<file path="src/rtl/msbw_pkg.sv">
package msbw_pkg;
  typedef enum logic {MODE_SPLIT = 1'b0, MODE_COMB = 1'b1} bus_mode_e;

  // An address is mapped when it names one of the nreg registers.
  function automatic logic addr_hit(input logic [31:0] a, input int unsigned nreg);
    return a < nreg;
  endfunction

  // Register index carried in the low address bits.
  function automatic logic [31:0] reg_index(input logic [31:0] a, input int unsigned nreg);
    return a % nreg;
  endfunction
endpackage

</file>
<file path="src/rtl/msbw_sync.sv">
module msbw_sync #(
  parameter int W = 1,
  parameter int STAGES = 2,
  parameter logic [W-1:0] RST_VAL = '0
) (
  input  logic         clk,
  input  logic         rst_n,
  input  logic [W-1:0] d,
  output logic [W-1:0] q
);
  logic [W-1:0] stg [STAGES];

  always_ff @(posedge clk or negedge rst_n) begin
    if (!rst_n) begin
      for (int i = 0; i < STAGES; i++) stg[i] <= RST_VAL;
    end else begin
      stg[0] <= d;
      for (int i = 1; i < STAGES; i++) stg[i] <= stg[i-1];
    end
  end

  assign q = stg[STAGES-1];
endmodule

</file>
<file path="src/rtl/msbw_decode.sv">
module msbw_decode
  import msbw_pkg::*;
(
  input  logic      clk,
  input  logic      rst_n,
  input  bus_mode_e mode,
  input  logic      cs_n_s,
  input  logic      ale_s,
  input  logic      rd_n_s,
  input  logic      wr_n_s,
  input  logic      as_s,
  input  logic      ds_s,
  input  logic      rw_s,
  output logic      addr_ev,
  output logic      data_ev
);
  logic ale_p, wr_n_p, as_p, ds_p;

  always_ff @(posedge clk or negedge rst_n) begin
    if (!rst_n) begin
      ale_p  <= 1'b0;
      wr_n_p <= 1'b1;
      as_p   <= 1'b0;
      ds_p   <= 1'b0;
    end else begin
      ale_p  <= ale_s;
      wr_n_p <= wr_n_s;
      as_p   <= as_s;
      ds_p   <= ds_s;
    end
  end

  logic ale_fall, wr_rise, as_fall, ds_fall;
  assign ale_fall = ale_p & ~ale_s;
  assign wr_rise  = ~wr_n_p & wr_n_s;
  assign as_fall  = as_p & ~as_s;
  assign ds_fall  = ds_p & ~ds_s;

  always_comb begin
    addr_ev = 1'b0;
    data_ev = 1'b0;
    if (!cs_n_s) begin
      if (mode == MODE_SPLIT) begin
        addr_ev = ale_fall;
        data_ev = wr_rise & rd_n_s;
      end else begin
        addr_ev = as_fall;
        data_ev = ds_fall & ~rw_s;
      end
    end
  end
endmodule

</file>
<file path="src/rtl/msbw_regfile.sv">
module msbw_regfile #(
  parameter int DW = 8,
  parameter int NREG = 8,
  localparam int IDX_W = $clog2(NREG)
) (
  input  logic               clk,
  input  logic               rst_n,
  input  logic               we,
  input  logic [IDX_W-1:0]   widx,
  input  logic [DW-1:0]      wdata,
  output logic [NREG*DW-1:0] regs
);
  for (genvar g = 0; g < NREG; g++) begin : g_reg
    always_ff @(posedge clk or negedge rst_n) begin
      if (!rst_n) regs[g*DW +: DW] <= '0;
      else if (we && widx == IDX_W'(g)) regs[g*DW +: DW] <= wdata;
    end
  end

  // with no write enable the bank holds every bit
  p_regs_hold_r6: assert property (@(posedge clk) disable iff (!rst_n)
    !we |=> $stable(regs));
endmodule

</file>
<file path="src/rtl/mux_bus_wr_port.sv">
module mux_bus_wr_port
  import msbw_pkg::*;
#(
  parameter int DW = 8,
  parameter int NREG = 8,
  parameter int SYNC_STAGES = 2,
  localparam int IDX_W = $clog2(NREG),
  localparam int SW = DW + 7
) (
  input  logic               clk,
  input  logic               rst_n,
  input  logic               mode_sel,
  input  logic               cs_n,
  input  logic               ale,
  input  logic               rd_n,
  input  logic               wr_n,
  input  logic               as_stb,
  input  logic               ds_stb,
  input  logic               rw,
  input  logic [DW-1:0]      ad,
  output logic [NREG*DW-1:0] regs_o,
  output logic               wr_pulse,
  output logic [IDX_W-1:0]   wr_addr
);
  localparam logic [SW-1:0] SYNC_RST = {1'b1, 1'b0, 1'b1, 1'b1, 1'b0, 1'b0, 1'b1, {DW{1'b0}}};

  logic [SW-1:0] raw_v, syn_v;
  assign raw_v = {cs_n, ale, rd_n, wr_n, as_stb, ds_stb, rw, ad};

  msbw_sync #(.W(SW), .STAGES(SYNC_STAGES), .RST_VAL(SYNC_RST)) u_sync (
    .clk(clk), .rst_n(rst_n), .d(raw_v), .q(syn_v)
  );

  logic cs_n_s, ale_s, rd_n_s, wr_n_s, as_s, ds_s, rw_s;
  logic [DW-1:0] ad_s;
  assign {cs_n_s, ale_s, rd_n_s, wr_n_s, as_s, ds_s, rw_s, ad_s} = syn_v;

  // Named internal events
  logic addr_ev, data_ev, addr_hit_w, we;

  msbw_decode u_dec (
    .clk(clk), .rst_n(rst_n), .mode(bus_mode_e'(mode_sel)),
    .cs_n_s(cs_n_s), .ale_s(ale_s), .rd_n_s(rd_n_s), .wr_n_s(wr_n_s),
    .as_s(as_s), .ds_s(ds_s), .rw_s(rw_s),
    .addr_ev(addr_ev), .data_ev(data_ev)
  );

  logic [DW-1:0] addr_q;
  always_ff @(posedge clk or negedge rst_n) begin
    if (!rst_n)       addr_q <= '0;
    else if (addr_ev) addr_q <= ad_s;
  end

  assign addr_hit_w = addr_hit(32'(addr_q), NREG);
  assign we = data_ev & addr_hit_w;

  logic [IDX_W-1:0] widx;
  assign widx = IDX_W'(reg_index(32'(addr_q), NREG));

  msbw_regfile #(.DW(DW), .NREG(NREG)) u_rf (
    .clk(clk), .rst_n(rst_n), .we(we), .widx(widx), .wdata(ad_s), .regs(regs_o)
  );

  always_ff @(posedge clk or negedge rst_n) begin
    if (!rst_n) begin
      wr_pulse <= 1'b0;
      wr_addr  <= '0;
    end else begin
      wr_pulse <= we;
      if (we) wr_addr <= widx;
    end
  end

  // a pulse never lasts beyond one clock
  p_single_pulse_r7: assert property (@(posedge clk) disable iff (!rst_n)
    wr_pulse |=> !wr_pulse);
  // a pulse is always preceded by a data event
  p_pulse_after_event_r7: assert property (@(posedge clk) disable iff (!rst_n)
    wr_pulse |-> $past(data_ev));
  // a data event aimed at an unmapped address is dropped
  p_drop_unmapped_r6: assert property (@(posedge clk) disable iff (!rst_n)
    (data_ev && !addr_hit_w) |=> !wr_pulse);
  // the latched address moves only on an address event
  p_addr_hold_r8: assert property (@(posedge clk) disable iff (!rst_n)
    !addr_ev |=> $stable(addr_q));
endmodule

</file>
<file path="config.mk">
export PLATFORM = sky130hd
export DESIGN_NAME = mux_bus_wr_port
export DESIGN_NICKNAME = d
export VERILOG_FILES = /design/src/rtl/msbw_pkg.sv /design/src/rtl/msbw_sync.sv /design/src/rtl/msbw_decode.sv /design/src/rtl/msbw_regfile.sv /design/src/rtl/mux_bus_wr_port.sv
export SDC_FILE = /design/constraint.sdc
export NUM_CORES = 1
export LEC_CHECK = 0
export BUFFER_PORTS_ARGS = -buffer_cell sky130_fd_sc_hd__buf_2
export CORE_MARGIN = 5
export CORE_UTILIZATION = 57
export DETAILED_ROUTE_END_ITERATION = 6
export GPL_TIMING_DRIVEN = 0
export PLACE_DENSITY = 0.8
export RECOVER_POWER = 50
export SLEW_MARGIN = 20
export SYNTH_ARGS = -nofsm -noshare
export SYNTH_HDL_FRONTEND = slang
export SYNTH_HIERARCHICAL = 1
export SYNTH_SLANG_ARGS = --single-unit
</file>
<file path="constraint.sdc">
create_clock -name clk -period 4.2 [get_ports clk]
set_clock_uncertainty 0.15 [all_clocks]
set_input_delay 0.21 -clock clk [delete_from_list [all_inputs] [get_ports clk]]
set_output_delay 0.21 -clock clk [all_outputs]
set_load 0.02 [all_outputs]
</file>
==> results.md, run 1 <==
* Crit Path Category: primary input to asynchronous set/reset pin
* Finished Layout Cells at around 420
* Worst Path Max Fanout at between 40 and 50
* Global-route wire length before repair at 11960 um
* Switching Fraction at 0.2464
* Critical Path End Type: asynchronous set/reset pin
* Post-synthesis sequential area ratio at 0.7028
* Max cap viols at 1
* Design Power at 2.034 mW
* Vias in the first global route at about 2300
* Status: finished, violations left
* Cell taking the most area after synthesis: dfrtp_1
* Initial antenna violation count at 0
* Grt ovf at 0
* Layout area overhead at 23.35%
* Largest net degree at the start of global routing at between 60 and 70
* Die height at 93.06 um
* Final hold viol count at 0
* Net Count, Synth at around 240
* Setup tns final at 0 ps
* Post-CTS Setup Repair Bufs at 0
* Fin crit period at approximately 2700 ps
* R2R cell count at 8
* Cell variety after synth at 18
* Max Slew Vio Count at between 40 and 50
* Area after DPL at 4492 um2
* Startpoint types: primary input
* IO Pins at 86
* Std-Cell Core Area at 6756 um2
* Detail Placement HPWL at between 4000 and 5000 um
* Rel. slew slack at -0.6158
* Initial DRC count at 80
* TritonCTS clock tree: built
* DRC at 0
* Worst Hold Slack at 207.1 ps
* CP Data Arrival Time at approximately 2500 ps
* All-layer global routing usage at 0.1825
* Starting Density at 0.5820
* Yosys reg bits at 110
* RSZ-0062 raised after global routing: false
* Placed cell count at between 300 and 400
* CTS Buffer Depth at 2
* Synth area leaders: dfrtp_1 64%, mux2_2 21%, dfstp_2 6.0%
* CTS root buf: clkbuf_8
* Syn avg cell area at 17.48 um2
* Worst Hold End: u_sync/q[10]$_DFF_PN0_
* Comb pwr share at 0.112
* Slowest cell on crit path: clkbuf_1
* Resize count post-CTS at 0
* WL final at approximately 7400 um
* Layout cells sized above 1 at 0.6006
* Int Pwr at approximately 1.5 mW
* Crit share post-route at 0.6356
* Antenna-violating nets left at 0
* Hold-fix buffer count after cts at 16
* Clock-pin transition on the worst setup and hold timing paths at about 100 ps
* Worst-Margin Slew at about 2400 ps
* Setup ws final at roughly 1500 ps
* CTS buffer count at 9
* Row count at 30
* Cell area power density at between 400 and 500 nW/um2
* Most frequent cells in the layout: 101 x dfrtp_1, 89 x buf_2, 72 x mux2_2, 16 x dlygate4sd3_1, 12 x buf_4
* Post-synthesis cell count at about 230
* FMAX at 0.3746 GHz
* Net Switching at between 0.5 and 0.6 mW
* N_diodes at 0
* Clock sink count at 110
* Final net count at roughly 360
* Most common library cell in the layout ignoring fill and taps: dfrtp_1
* TritonRoute pass-1 iters at 4
* Port Buffer Count at 85
* Final setup violating endpoints at 0
* Vias/cell at 5.149
* Core Util, Final at 0.7180
* VDD IR max at approximately 0.00025 V
* Vias at 2178
* GPL Wtd Cong at 0.7285
* Synth top area share at 0.6427
* R2r startpoint: u_sync/q[11]$_DFF_PN1_
* H-tree depth at 3
* Dpl ws at 1606 ps
* DR WL/cell at about 17 um
* Worst hold path class: flip-flop to flip-flop
* Worst Hold Path Cells at 0
* Slowest stage delay, CP at approximately 1700 ps
* Die ar. at 8660 um2
* Worst R2R End: u_rf/regs[4]$_DFFE_PN0P_
* Warnings from Yosys at 6
* Failing checks: max-capacitance violations, max-slew violations
* Delay-heaviest family, CP: buffers and inverters
* Crit-path cells: dlygate4sd3_1 > clkbuf_1
* Die width at a little over 90 um
* Clock Power Share at 0.316
* Cell Area, Synth at 3933 um2
* Leakage dissipation at ~2.6 nW
* Req. time, crit path at 4010 ps
* Clk_lat worst skew at between 300 and 400 ps
* Sequential Power Share at 0.572
* Critical path buffer and inverter count at 2
* R2R setup slack at 1590 ps
* Final Instance Area at around 4900 um2
* Hold Startpoint: u_sync/stg[25]$_DFF_PN0_
## cell usage after synthesis
cell type / number
a21oi_1: 2
nand4_1: 1
nand4b_1: 3
dfrtp_1: 101
inv_1: 1
nand3b_2: 1
buf_6: 1
buf_2: 6
nor4bb_1: 3
nor4b_4: 1
nor4_2: 1
or3b_1: 1
nand3b_1: 1
buf_4: 16
nand4bb_1: 2
dfstp_2: 9
mux2_2: 72
mux2_1: 3
## per-layer routing
layer | up-vias | share of wire | track usage
li1 | 1003 | - | -
met1 | 1112 | 0.43 | 0.2396
met2 | 50 | 0.49 | 0.2897
met3 | 13 | 0.057 | 0.04907
met4 | 0 | 0.022 | 0.07570
met5 | - | 0 | 0
## registers in the layout, summed over array words and instances, names as in the netlist
signal	flops
u_rf/regs	64
u_sync/q	15
u_sync/stg	15
addr_q	8
wr_addr	3
u_dec/ale_p	1
u_dec/as_p	1
u_dec/ds_p	1
u_dec/wr_n_p	1
wr_pulse	1
## power groups by stage
stage          Clock, mW  Combinational [mW]  Sequential, mW
5_1_grt            0.702               0.248            1.17
2_1_floorplan          0              0.0908            1.22
6_report           0.642               0.228            1.16
3_5_place_dp           0               0.220            1.18
4_1_cts            0.656               0.232            1.16
3_3_place_gp           0               0.211            1.18
## worst max-delay path by stage
| stage | start | to | slack, ps | cells after the start |
|---|---|---|---|---|
| finish | rst_n | wr_addr[1]$_DFFE_PN0P_ | 1530 | 2 |
| global route | rst_n | wr_addr[0]$_DFFE_PN0P_ | 970 | 2 |
| CTS | u_sync/q[12]$_DFF_PN1_ | u_rf/regs[1]$_DFFE_PN0P_ | 1590 | 8 |
| detailed placement | u_sync/q[11]$_DFF_PN1_ | u_rf/regs[7]$_DFFE_PN0P_ | 1610 | 8 |
| global placement | rst_n | u_rf/regs[48]$_DFFE_PN0P_ | 1640 | 1 |
| floorplan | u_sync/q[11]$_DFF_PN1_ | u_rf/regs[16]$_DFFE_PN0P_ | 1960 | 9 |
## final cells by class
cell class / count / area [um2]
inverters: 1 / 3.754
repair buffers: 102 / 610.6
clock buffers: 11 / 141.4
plain buffers: 23 / 161.4
clock inverters: 5 / 66.31
fillers: 449 / 1906
well taps: 80 / 100.1
flip-flops and latches: 110 / 2764
multi-input cells: 91 / 1003
## kinds of logic after synthesis
group                  synth area share
flip-flops                       0.7028
multiplexers                     0.2148
buffers and inverters           0.04200
AND/OR/NAND/NOR                 0.03786
AO/OA/AOI/OAI                  0.002545
Note: power is estimated with default switching activity, not from simulation.
==> inputs of run 2 (changes only) <==
--- a/config.mk
+++ b/config.mk
@@ -7,10 +7,10 @@
 export LEC_CHECK = 0
 export BUFFER_PORTS_ARGS = -buffer_cell sky130_fd_sc_hd__buf_2
 export CORE_MARGIN = 5
-export CORE_UTILIZATION = 57
+export CORE_UTILIZATION = 53
 export DETAILED_ROUTE_END_ITERATION = 6
 export GPL_TIMING_DRIVEN = 0
-export PLACE_DENSITY = 0.8
+export PLACE_DENSITY = 0.75
 export RECOVER_POWER = 50
 export SLEW_MARGIN = 20
 export SYNTH_ARGS = -nofsm -noshare
==> constraint.sdc (replaced) <==
create_clock -name clk -period 2.7 [get_ports clk]
set_clock_uncertainty 0.15 [all_clocks]
set_input_delay 0.135 -clock clk [delete_from_list [all_inputs] [get_ports clk]]
set_output_delay 0.135 -clock clk [all_outputs]
set_load 0.02 [all_outputs]
==> run 2 against run 1 <==
  * The flow now finishes without violations
  * Largest power group unchanged
  * Critical path type is now flip-flop to flip-flop
  * Combinational power rose by 54%
  * Wire length up 0.46%
  * Utilization decreased by 4.8 points
  * Critical endpoint is now u_rf/regs[20]$_DFFE_PN0P_
==> results.md, run 2 (synthesis gave the netlist of run 1 again) <==
* Layout area overhead at 23.64% (was 23.35%)
* Final hold viol count at 0 (unchanged)
* Layout cells sized above 1 at 0.6076 (was 0.6006)
* Most common library cell in the layout ignoring fill and taps: dfrtp_1 (unchanged)
* Initial antenna violation count at 0 (unchanged)
* Max Used Layer: met4 (unchanged)
* CP Data Arrival Time at 2700 ps (was 2480 ps)
* Rel. slew slack at 0.2240 (was -0.6158)
* Status: completed (was finished, violations left)
* Met2 wire length at 3785 um (was 3630 um)
* WL final at 7396 um (was 7362 um)
* DR WL/cell at 16.70 um (was 17.40 um)
* Crit share post-route at 0.9681
* Setup ws final at 86.23 ps (was 1531 ps)
* Die ar. at 9243 um2 (was 8660 um2)
* Final net count at 357 (was 356)
* Clock sink count at 110 (unchanged)
* Largest net degree at the start of global routing at 63 (was 67)
* Design Power at 3.124 mW (was 2.034 mW)
* Crit Path Category: flip-flop to flip-flop (was primary input to asynchronous set/reset pin)
* Dpl ws at 137.3 ps (was 1606 ps)
* Vias at 2165 (was 2178)
* IO Pins at 86 (unchanged)
* Global-route wire length before repair at 11920 um (was 11960 um)
* CTS root buf: clkbuf_8 (unchanged)
* GPL Wtd Cong at 0.7057 (was 0.7285)
* TritonCTS clock tree: built (unchanged)
* Antenna-violating nets left at 0 (unchanged)
* DR WL met3 at 333 um (was 417 um)
* Critical Path End Type: flip-flop (was asynchronous set/reset pin)
* Final setup violating endpoints at 0 (unchanged)
* Starting Density at 0.5422 (was 0.5820)
* Die height at 96.14 um (was 93.06 um)
* Fin crit period at 2614 ps
* H-tree depth at 3 (unchanged)
* Grt ovf at 0 (unchanged)
* Die width at 96.14 um (was 93.06 um)
* Core Util, Final at 0.6703 (was 0.7180)
* Port Buffer Count at 85 (unchanged)
* Vias in the first global route at 2297 (unchanged)
* M1 WL at 3186 um (was 3154 um)
* VDD IR max at 0.0003549 V (was 0.0002535 V)
* Row count at 31 (was 30)
* Detail Placement HPWL at 5055 um (was 4945 um)
* Most frequent cells in the layout: 101 x dfrtp_1, 88 x buf_2, 72 x mux2_2, 16 x dlygate4sd3_1, 14 x buf_4 (was 101 x dfrtp_1, 89 x buf_2, 72 x mux2_2, 16 x dlygate4sd3_1, 12 x buf_4)
* TritonRoute pass-1 iters at 4 (unchanged)
* CTS buffer count at 9 (unchanged)
* Max cap viols at 0 (was 1)
* Clk_lat worst skew at 360 ps (was 350 ps)
* Initial DRC count at 81 (was 80)
* N_diodes at 0 (unchanged)
* Worst hold path class: primary input to flip-flop (was flip-flop to flip-flop)
* Vias/cell at 4.887 (was 5.149)
* CTS Buffer Depth at 2 (unchanged)
* Worst Path Max Fanout at 8 (was 45)
* Startpoint types: flip-flop (was primary input)
* Max reg flops at 64 (unchanged)
* Cell area power density at 642.4 nW/um2 (was 419.2 nW/um2)
* Leakage dissipation at 2.606 nW (was 2.608 nW)
* Std-Cell Core Area at 7253 um2 (was 6756 um2)
* FMAX at between 0.3 and 0.4 GHz
* All-layer global routing usage at 0.1757 (was 0.1825)
* Top reg by flops: u_rf/regs (unchanged)
* Worst-Margin Slew at 1164 ps (was 2424 ps)
* Max Slew Vio Count at 0 (was 45)
* DRC at 0 (unchanged)
* Req. time, crit path at 2790 ps (was 4010 ps)
* Clock-pin transition on the worst setup and hold timing paths at 90 ps (was 100 ps)
==> run 2: layer usage <==
| metal | vias to the layer above | global-route usage |
|---|---|---|
| met3 | 7 | 0.03987 |
| met5 | - | 0 |
| met4 | 0 | 0.07464 |
| met2 | 49 | 0.2777 |
| li1 | 998 | - |
| met1 | 1111 | 0.2342 |
==> run 2: worst paths after layout <==
kind	start	to	slack, ps	depth (start not counted)
min in group asynchronous	rst_n	u_dec/ale_p$_DFF_PN0_	400	2
worst min register to register	u_sync/stg[21]$_DFF_PN0_	u_sync/q[6]$_DFF_PN0_	200	0
worst max register to register	u_sync/q[12]$_DFF_PN1_	u_rf/regs[20]$_DFFE_PN0P_	90	9
max in group asynchronous	rst_n	u_sync/stg[15]$_DFF_PN0_	500	3
worst max-delay path	u_sync/q[12]$_DFF_PN1_	u_rf/regs[20]$_DFFE_PN0P_	90	9
worst min-delay path	mode_sel	wr_pulse$_DFF_PN0_	150	5
==> run 2: layout make-up <==
type	count	area, um2
multi-input combinational	91	1003
fill	561	2391
buffer	23	166.4
clock inverter	6	72.57
inverter	1	3.754
sequential	110	2764
tap	99	123.9
clock buffer	10	127.6
timing repair buffer	103	600.6
==> run 2: worst max-delay path, cell delays in order, from the launching register on <==
cell       delay (ps)
dfstp_2           530
buf_4              90
nand4bb_1          90
a21oi_1           180
nand3b_2          150
inv_1              90
buf_2             170
nor4bb_1          390
clkbuf_4          300
mux2_2            350
==> run 2: through the flow <==
stage,setup TNS (ps),std cells,cell area [um2],hold WS (ps)
5_1_grt,-328.4,443,4862,182.2
4_1_cts,0,442,4876,118.4
6_report,0,443,4862,152.7
3_5_place_dp,0,410,4516,-46.21
3_3_place_gp,0,409,4482,90.12
2_1_floorplan,0,225,3933,-310.6
==> run 2: report_power, final <==
part	switching [mW]	internal, mW
combinational	0.194	0.157
sequential	0.0515	1.76
clock	0.529	0.436
==> run 2: what timing repair did <==
| item | in CTS | in global routing |
|---|---|---|
| hold buffers | 16 | 0 |
| hold endpoints to repair | 125 | 0 |
| buffers inserted | 0 | 1 |
| setup endpoints to repair | 0 | 8 |
| resized for setup | 0 | 2 |
